===== src/rtl/irq_pin_ctrl.sv =====
module irq_pin_ctrl #(
  parameter bit EDGE_RST = 1'b0,
  parameter bit EN_RST   = 1'b0,
  parameter bit PEND_RST = 1'b0
) (
  input  logic       clk,
  input  logic       rst_n,
  input  logic       special_mode,
  input  logic       reg_we,
  input  logic [7:0] reg_wdata,
  output logic [7:0] reg_rdata,
  input  logic       pin_n,
  input  logic       svc_ack,
  output logic       irq_req
);
  logic [1:0] sync_q;
  logic       pin_d;
  logic       edge_sel, en, lock, pend;
  logic       pin_s, fall;

  assign pin_s = sync_q[1];
  assign fall  = pin_d & ~pin_s;

  always_ff @(posedge clk or negedge rst_n)
    if (!rst_n) begin
      sync_q <= 2'b11;
      pin_d  <= 1'b1;
    end else begin
      sync_q <= {sync_q[0], pin_n};
      pin_d  <= pin_s;
    end

  always_ff @(posedge clk or negedge rst_n)
    if (!rst_n) begin
      edge_sel <= EDGE_RST;
      en       <= EN_RST;
      lock     <= 1'b0;
    end else if (reg_we) begin
      en <= reg_wdata[6];
      if (special_mode || !lock) edge_sel <= reg_wdata[7];
      if (!special_mode) lock <= 1'b1;
    end

  always_ff @(posedge clk or negedge rst_n)
    if (!rst_n)                pend <= PEND_RST;
    else if (edge_sel && fall) pend <= 1'b1;
    else if (svc_ack)          pend <= 1'b0;

  assign reg_rdata = {edge_sel, en, 6'b0};
  assign irq_req   = en & (edge_sel ? pend : ~pin_s);
endmodule


===== config.mk =====
export PLATFORM = sky130hd
export DESIGN_NAME = irq_pin_ctrl
export DESIGN_NICKNAME = d
export VERILOG_FILES = /design/src/rtl/irq_pin_ctrl.sv
export SDC_FILE = /design/constraint.sdc
export NUM_CORES = 1
export LEC_CHECK = 0
export CAP_MARGIN = 20
export CORE_AREA = 2 2 39 41
export CTS_CLUSTER_DIAMETER = 60
export DETAILED_ROUTE_END_ITERATION = 8
export DIE_AREA = 0 0 41 43
export MAX_ROUTING_LAYER = met4
export PLACE_DENSITY = 0.6
export SLEW_MARGIN = 5
export SYNTH_ARGS = -nofsm -noshare
export SYNTH_HDL_FRONTEND = slang
export SYNTH_SLANG_ARGS = --single-unit

===== constraint.sdc =====
create_clock -name clk -period 1.3 [get_ports clk]
set_input_delay 0.325 -clock clk [delete_from_list [all_inputs] [get_ports clk]]
set_output_delay 0.325 -clock clk [all_outputs]
set_load 0.005 [all_outputs]

==> results.yml, run 1 <==
setup_path:
  critical-path-slowest-cell: "sky130_fd_sc_hd__dfstp_2"
  cpPeakStageDelay_ns: 0.52
  path_class: "flop to primary output"
  critical_path_peak_fanout: 2
  crit_path_cell_trace: "o21ai_1, and2_1, buf_2"
  arrival_ns: 1.08
  cp_data_required_time_ns: 0.98
  critical-path-top-delay-family: "flip-flops"
  critical_path_buffers_and_inverters: 1
  setup.worst_path.end_class: "primary output"
  reg2reg_setup_slack_ns: 0.29
  worst_setup_path_start_kind: "flop"
logic_synthesis:
  synth.largest_area_cell: "sky130_fd_sc_hd__dfrtp_1"
  syn_inst: 28
  main_area_contributors_after_synthesis: "sky130_fd_sc_hd__dfrtp_1 31%, sky130_fd_sc_hd__dfstp_2 25%, sky130_fd_sc_hd__buf_4 19%"
  count_of_distinct_cell_types_in_the_synthesized_netlist: 12
  synthesis.area_um2: 319
  postSynth.asyncResetShare_pct: 100
  synth_seq_area_share_pct: 56.1
  synth-main-ff-cell: "sky130_fd_sc_hd__dfrtp_1"
  synth_top_area_share_pct: 31.4
  yosys.cell_count.top_type: "sky130_fd_sc_hd__buf_4"
  synthesis_warning_total: 0
  synth_edf_count: 0
  synth.avg_cell_area_um2: 11.4
  synth_seq_cells: 7
  synthTopCellsByCount: "8 x sky130_fd_sc_hd__buf_4, 4 x sky130_fd_sc_hd__dfrtp_1, 3 x sky130_fd_sc_hd__dfstp_2, 3 x sky130_fd_sc_hd__inv_1"
cts:
  clkSlewWorstSetupHoldPaths_ns: 0.05
  cts_inserted_buffers: 3
  cts_max_level: 1
  clk_latency_ns: 0.25
  cts.sinks: 7
  ctsRootBufferMaster: "sky130_fd_sc_hd__clkbuf_4"
  cts_tree: "done"
  cts-root-to-sink-buffers: 2
final_layout:
  syn_to_final_growth_pct: 37.6
  antenna_cells: 0
  post-route-cell-area_um2: 439
  sequential_cell_area_um2: 179
  n_fill_cell: 148
  finish.net_count: 57
  instances_no_fill: 58
  combined_area_of_the_multi_input_logic_cells_um2: 87.6
  layout-drive-gt1-share_pct: 33.3
routing:
  route.detailed.vias_per_inst: 3.55
  detailedRoute.firstPassIterationCount: 1
  ant_nets: 0
  routed-via-count: 206
  wire_per_inst_um: 7.93
  first_iter_violations: 0
  drcViolationCount: 0
  wirelength_um: 460
global_route:
  number_of_antenna_violations_at_the_first_check_in_global_routing: 0
  globalRouteTotalUtil_pct: 8.54
  largest_net_degree_at_the_start_of_global_routing: 8
  wire_length_of_the_first_global_routing_pass_um: 869
  grt.overflow.total: 0
  vias_in_the_first_global_route: 207
sta:
  finalWorstSetupSlack_ns: -0.101
  slew_viol_final: 0
  final-hold-violation-count: 0
  grt_setup_unrepaired: "true"
  finClkSkew_ns: 0.00164
  finalCriticalPeriod_ns: 1.40
  finalSetupViolations: 1
  fmax_mhz: 714
  fin_worst_hold_slack_ns: 0.332
  timing.final.crit_share_pct: 108
power:
  ir_worst_vdd_v: 0.000492
  power_density_nw_per_um2: 1200
  cellLeakagePower_nw: 0.211
floorplan:
  die_width_um: 41
  number_of_top_level_pins: 23
  fp.coreArea_um2: 1380
  start_util_pct: 23.1
  die-height_um: 43
  die_area_um2: 1760
  fp-row-count: 14
place:
  portBuffers: 10
  dp_worst_setup_slack_ns: -0.211
  place_congestion: 0.614
  total_placed_instance_area_um2: 413
  place.detailed.instances: 53
outcome:
  failed_checks: "negative setup slack"
  status: "finished, violations left"
hold_path:
  hold_path.class: "input port to asynchronous set/reset pin"
flow_run:
  cap_viol_max_count: 0
logic make-up after synthesis:
kind of cell	count (synthesis)	share of synthesized area, %
other	1	1.18
multiplexers	2	8.23
flip-flops	7	56.1
AND/OR/NAND/NOR	3	4.32
buffers and inverters	11	22.4
AO/OA/AOI/OAI	4	7.85
sequential cells by signal (all words and copies together) (netlist names):
name and flops:
sync_q 2, edge_sel 1, en 1, lock 1
pend 1, pin_d 1
area by class of cell:
class,instances,share of cell area [%]
Clock buffer,4,5.98
Inverter,3,2.56
Multi-Input combinational cell,15,19.9
Sequential cell,7,40.7
Tap cell,16,4.56
Timing Repair Buffer,13,26.2
power by group:
| part | internal [mW] | leakage [nW] | switching [mW] |
|---|---|---|---|
| registers | 0.238 | 0.0768 | 0.00980 |
| clock network | 0.117 | 0.0150 | 0.0729 |
| logic | 0.0584 | 0.119 | 0.0303 |
| total | 0.413 | 0.211 | 0.113 |
routing by layer:
layer  routed length, um  GRT usage (%)  share of wire (%)  up-vias
met3                  54           6.28                 12        2
met5                   0              -                  0        -
li1                    -              -                  -      104
met1                 177           8.36                 38       89
met2                 222           10.3                 48       11
met4                   6           8.00                1.3        0
worst paths after layout:
kind / cells after the start / startpoint / end
worst max register to register: 3 / edge_sel$_DFFE_PN0P_ / edge_sel$_DFFE_PN0P_
max in group asynchronous: 1 / rst_n / sync_q[0]$_DFF_PN1_
worst min register to register: 0 / sync_q[0]$_DFF_PN1_ / sync_q[1]$_DFF_PN1_
worst min-delay path: 1 / rst_n / pend$_DFFE_PN0P_
worst max-delay path: 3 / sync_q[1]$_DFF_PN1_ / irq_req
min in group clk: 0 / sync_q[0]$_DFF_PN1_ / sync_q[1]$_DFF_PN1_
cell usage in the layout (no fill, tap or decap):
cell type	n
sky130_fd_sc_hd__clkbuf_4	3
sky130_fd_sc_hd__dfrtp_1	4
sky130_fd_sc_hd__clkdlybuf4s50_1	7
sky130_fd_sc_hd__mux2_2	1
sky130_fd_sc_hd__buf_4	2
sky130_fd_sc_hd__o21ai_0	1
sky130_fd_sc_hd__mux2_4	1
sky130_fd_sc_hd__buf_6	1
sky130_fd_sc_hd__nand2_1	2
sky130_fd_sc_hd__buf_2	2
sky130_fd_sc_hd__o22ai_1	1
sky130_fd_sc_hd__dfstp_2	3
sky130_fd_sc_hd__o21ai_1	1
sky130_fd_sc_hd__o21ai_2	1
sky130_fd_sc_hd__inv_1	3
sky130_fd_sc_hd__and2_1	1
sky130_fd_sc_hd__conb_1	6
sky130_fd_sc_hd__dlygate4sd2_1	1
sky130_fd_sc_hd__clkbuf_1	1
stage by stage:
| stage | power, mW | TNS (ns) | util [%] |
|---|---|---|---|
| after floorplan | 0.301 | 0 | - |
| after global placement | 0.339 | -0.250 | 29.8 |
| after detailed placement | 0.340 | -0.265 | 29.8 |
| after CTS | 0.543 | -0.123 | 31.7 |
| after global routing | 0.585 | -0.165 | 31.7 |
| final | 0.526 | -0.101 | 31.7 |
timing repair:
| item | CTS | global route |
|---|---|---|
| endpoints found under the setup margin | 3 | 1 |
| resized for setup | 11 | 0 |
| pin swaps | 2 | 0 |
| setup buffers | 1 | 0 |
| hold buffers | 0 | 0 |
No activity file was read; power rests on OpenSTA's default activity.
==> run 2: changes to the inputs <==
Settings changed: PLACE_DENSITY 0.6 to 0.63, RECOVER_POWER set to 25.
Clock period 1.3 ns to 1.2 ns, I/O delays scaled along.
==> results.yml, run 2 (synthesized netlist as in run 1, its figures left out) <==
setup_path:
  cp_data_required_time_ns: 0.90
  critical_path_buffers_and_inverters: 1
  rr_worst_depth: 4
  worstReg2RegEnd: "edge_sel$_DFFE_PN0P_"
  cpPeakStageDelay_ns: 0.52
  critical-path-slowest-cell: "sky130_fd_sc_hd__dfstp_2"
  setup.worst_path.end_class: "primary output"
  path_class: "flop to primary output"
  reg2reg_from: "edge_sel$_DFFE_PN0P_"
  arrival_ns: 1.06
  critical-path-top-delay-family: "flip-flops"
  worst_setup_path_start_kind: "flop"
  critical_path_peak_fanout: 2
  timing.critical_path.depth: 3
  crit_path_cell_trace: "o21ai_1, and2_1, buf_2"
  reg2reg_setup_slack_ns: 0.08
final_layout:
  combined_area_of_the_multi_input_logic_cells_um2: 87.6
  post-route-cell-area_um2: 472
  syn_to_final_growth_pct: 47.8
  antenna_cells: 0
  largest_reg_flops: 2
  n_fill_cell: 151
  sequential_cell_area_um2: 179
  layout-drive-gt1-share_pct: 41.3
  finish.net_count: 61
  max_flop_register: "sync_q"
  most-common-layout-cells: "6 x sky130_fd_sc_hd__conb_1, 6 x sky130_fd_sc_hd__buf_4, 5 x sky130_fd_sc_hd__clkdlybuf4s50_1, 4 x sky130_fd_sc_hd__dfrtp_1"
routing:
  wire_per_inst_um: 7.32
  routed-via-count: 226
  ant_nets: 0
  wirelength_um: 454
  detailedRoute.firstPassIterationCount: 1
  drcViolationCount: 0
  first_iter_violations: 0
  route.detailed.vias_per_inst: 3.65
outcome:
  status: "finished, violations left"
  failed_checks: "negative setup slack"
floorplan:
  die_width_um: 41
  number_of_top_level_pins: 23
  die_area_um2: 1760
  fp.coreArea_um2: 1380
  die-height_um: 43
  fp-row-count: 14
  start_util_pct: 23.1
place:
  total_placed_instance_area_um2: 413
  place_congestion: 0.615
  portBuffers: 10
  post-dp-hpwl_um: 328
  dp_worst_setup_slack_ns: -0.256
cts:
  cts.sinks: 7
  cts_inserted_buffers: 3
  clkSlewWorstSetupHoldPaths_ns: 0.05
  cts-root-to-sink-buffers: 2
  ctsRootBufferMaster: "sky130_fd_sc_hd__clkbuf_4"
  cts_max_level: 1
  cts_tree: "done"
  clk_latency_ns: 0.24
sta:
  grt_setup_unrepaired: "true"
  finalSetupViolations: 2
  timing.final.crit_share_pct: 113
  finalCriticalPeriod_ns: 1.36
  slew_viol_final: 0
  finClkSkew_ns: 0.000640
  totalNegativeSetupSlack_ns: -0.240
  finalWorstSetupSlack_ns: -0.155
  fin_worst_hold_slack_ns: 0.356
  fmax_mhz: 738
  final-hold-violation-count: 0
global_route:
  vias_in_the_first_global_route: 190
  grt.overflow.total: 0
  largest_net_degree_at_the_start_of_global_routing: 8
  wire_length_of_the_first_global_routing_pass_um: 724
  globalRouteTotalUtil_pct: 6.86
  number_of_antenna_violations_at_the_first_check_in_global_routing: 0
power:
  cellLeakagePower_nw: 0.231
  power_density_nw_per_um2: 1270
  ir_worst_vdd_v: 0.000570
flow_run:
  cap_viol_max_count: 0
hold_path:
  hold_start: "sync_q[0]$_DFF_PN1_"
  hold_path.class: "flop to flop"
  whs_path_depth: 0
  min_to: "sync_q[1]$_DFF_PN1_"
-- run 2: cell types whose count changed in the layout (fill, tap and decap cells not counted) --
| cell | previous run | this run |
|---|---|---|
| sky130_fd_sc_hd__clkbuf_2 | 0 | 1 |
| sky130_fd_sc_hd__buf_4 | 2 | 6 |
| sky130_fd_sc_hd__buf_2 | 2 | 1 |
| sky130_fd_sc_hd__clkdlybuf4s50_1 | 7 | 5 |
| sky130_fd_sc_hd__dlygate4sd2_1 | 1 | 0 |
| sky130_fd_sc_hd__buf_6 | 1 | 2 |
| sky130_fd_sc_hd__dlygate4sd3_1 | 0 | 2 |
-- run 2: how the worst max path moves through the flow --
| stage | startpoint | endpoint |
|---|---|---|
| 6_report | sync_q[1]$_DFF_PN1_ | irq_req |
| 5_1_grt | sync_q[1]$_DFF_PN1_ | irq_req |
| 4_1_cts | sync_q[1]$_DFF_PN1_ | irq_req |
| 3_5_place_dp | sync_q[1]$_DFF_PN1_ | irq_req |
| 3_3_place_gp | sync_q[1]$_DFF_PN1_ | irq_req |
| 2_1_floorplan | sync_q[1]$_DFF_PN1_ | irq_req |
-- run 2: layout make-up --
cell class	count	share of cell area (%)
clock buffer	4	5.57
sequential	7	37.9
timing repair buffer	17	31.3
tap	16	4.24
inverter	3	2.39
multi-input combinational	15	18.6
-- run 2: timing repair --
| action | in CTS | in global routing |
|---|---|---|
| gates resized for setup | 11 | 4 |
| setup buffers | 3 | 3 |
| pin swaps | 2 | 0 |
| setup endpoints to repair | 3 | 3 |
| cloned | 0 | 0 |
| hold buffers | 0 | 0 |
-- run 2: through the flow --
step           std cells  util, %  power [mW]
2_1_floorplan         33        -       0.326
3_3_place_gp          53     29.8       0.366
3_5_place_dp          53     29.8       0.367
4_1_cts               60     32.8       0.596
5_1_grt               62     34.1       0.639
6_report              62     34.1       0.600
-- run 2: metal layers --
metal	wire length (um)	global-route usage, %
met4	0	4.00
met5	0	-
met3	67	5.24
met2	171	7.50
met1	214	8.64
-- run 2: where the power goes --
group	internal (mW)	leakage [nW]	switching [mW]	total, mW
registers	0.258	0.0768	0.00910	0.267
clock network	0.126	0.0150	0.0797	0.206
logic	0.0863	0.140	0.0401	0.126
==> run 3: changes to the inputs <==
Settings changed: PLACE_DENSITY 0.63 to unset, PLACE_DENSITY_LB_ADDON set to 0.25.
==> results.yml, run 3 (synthesized netlist as in run 1, its figures left out) <==
setup_path:
  critical-path-top-delay-family: "flip-flops"
  setup.worst_path.end_class: "primary output"
  path_class: "flop to primary output"
  cpPeakStageDelay_ns: 0.52
  critical_path_peak_fanout: 2
  reg2reg_setup_slack_ns: 0.19
  worstReg2RegEnd: "edge_sel$_DFFE_PN0P_"
  worst_setup_path_start_kind: "flop"
  reg2reg_from: "edge_sel$_DFFE_PN0P_"
  cp_data_required_time_ns: 0.90
  critical-path-slowest-cell: "sky130_fd_sc_hd__dfstp_2"
  crit_path_cell_trace: "o21ai_1, and2_1, buf_2"
  rr_worst_depth: 3
  critical_path_buffers_and_inverters: 1
  arrival_ns: 1.09
cts:
  cts.sinks: 7
  clkSlewWorstSetupHoldPaths_ns: 0.05
  cts_max_level: 1
  cts_inserted_buffers: 3
  clk_latency_ns: 0.25
  cts_tree: "done"
  ctsRootBufferMaster: "sky130_fd_sc_hd__clkbuf_4"
  cts.hold.buffers_added: 0
  cts-root-to-sink-buffers: 2
place:
  total_placed_instance_area_um2: 413
  post-dp-hpwl_um: 420
  place_congestion: 0.582
  portBuffers: 10
  place.detailed.instances: 53
outcome:
  status: "finished, violations left"
  failed_checks: "negative setup slack"
power:
  cellLeakagePower_nw: 0.217
  power_density_nw_per_um2: 1300
  ir_worst_vdd_v: 0.000470
final_layout:
  largest_reg_flops: 2
  max_flop_register: "sync_q"
  post-route-cell-area_um2: 454
  instances_no_fill: 59
  most_frequent_standard_cell_in_the_layout_excluding_fill_and_tap_cells: "sky130_fd_sc_hd__conb_1"
  syn_to_final_growth_pct: 42.4
  utilization_pct: 32.8
  layout-drive-gt1-share_pct: 34.9
  finish.net_count: 58
  n_fill_cell: 144
  antenna_cells: 0
  most-common-layout-cells: "6 x sky130_fd_sc_hd__conb_1, 5 x sky130_fd_sc_hd__clkdlybuf4s50_1, 4 x sky130_fd_sc_hd__dfrtp_1"
sta:
  final-hold-violation-count: 0
  slew_viol_final: 0
  finalCriticalPeriod_ns: 1.39
  finalSetupViolations: 1
  totalNegativeSetupSlack_ns: -0.186
  finClkSkew_ns: 0.00575
  grt_setup_unrepaired: "true"
  finalWorstSetupSlack_ns: -0.186
  fin_worst_hold_slack_ns: 0.354
  fmax_mhz: 722
  timing.final.crit_share_pct: 115
global_route:
  globalRoute.busiestLayer: "met1"
  use_met3_pct: 4.19
  largest_net_degree_at_the_start_of_global_routing: 8
  grt.overflow.total: 0
  wire_length_of_the_first_global_routing_pass_um: 959
  globalRouteTotalUtil_pct: 9.17
  vias_in_the_first_global_route: 218
  number_of_antenna_violations_at_the_first_check_in_global_routing: 0
  groute.layer.met1.usage_pct: 11.7
  globalRouteMet2Util_pct: 10.3
flow_run:
  cap_viol_max_count: 0
routing:
  ant_nets: 0
  routed-via-count: 214
  route.detailed.vias_per_inst: 3.63
  wirelength_um: 541
  wire_per_inst_um: 9.17
  first_iter_violations: 1
  drcViolationCount: 0
  detailedRoute.firstPassIterationCount: 2
floorplan:
  fp.coreArea_um2: 1380
  die_width_um: 41
  die_area_um2: 1760
  die-height_um: 43
  fp-row-count: 14
  start_util_pct: 23.1
  number_of_top_level_pins: 23
hold_path:
  hold_start: "sync_q[0]$_DFF_PN1_"
  hold_path.class: "flop to flop"
  min_to: "sync_q[1]$_DFF_PN1_"
  whs_path_depth: 0
run 3: worst max path at each step:
stage | start | to | slack, ns | cells past startpoint
after floorplan | sync_q[1]$_DFF_PN1_ | irq_req | 0.17 | 2
after global placement | sync_q[1]$_DFF_PN1_ | irq_req | -0.26 | 3
after detailed placement | sync_q[1]$_DFF_PN1_ | irq_req | -0.28 | 3
after CTS | sync_q[1]$_DFF_PN1_ | irq_req | -0.19 | 3
after global routing | sync_q[1]$_DFF_PN1_ | irq_req | -0.25 | 3
final | sync_q[1]$_DFF_PN1_ | irq_req | -0.19 | 3
run 3: power breakdown:
| part | leakage [nW] | internal, mW | switching, mW | total [mW] |
|---|---|---|---|---|
| Clock | 0.0150 | 0.127 | 0.0882 | 0.215 |
| Combinational | 0.126 | 0.0722 | 0.0358 | 0.108 |
| Sequential | 0.0768 | 0.258 | 0.0108 | 0.269 |
run 3: cell type report:
class | count | area, um2 | area share, %
flip-flops and latches | 7 | 179 | 39.4
repair buffers | 14 | 130 | 28.7
multi-input cells | 15 | 87.6 | 19.3
clock buffers | 4 | 26.3 | 5.79
well taps | 16 | 20.0 | 4.41
inverters | 3 | 11.3 | 2.48
run 3: per-layer routing:
metal  routed length (um)  share of wire, %
met1                  221                41
met3                   58                11
met5                    0                 0
met4                   27               5.0
met2                  233                43
run 3: repair_timing:
| action | 4_1_cts | 5_1_grt |
|---|---|---|
| endpoints found under the setup margin | 3 | 2 |
| setup buffers | 2 | 0 |
| resized for setup | 13 | 0 |
| endpoints found under the hold margin | 0 | 0 |
| pin swaps | 2 | 0 |
run 3: stage by stage:
step | total power, mW | setup WS [ns]
3_3_place_gp | 0.366 | -0.262
2_1_floorplan | 0.326 | 0.166
5_1_grt | 0.629 | -0.246
4_1_cts | 0.607 | -0.192
6_report | 0.592 | -0.186
3_5_place_dp | 0.370 | -0.279
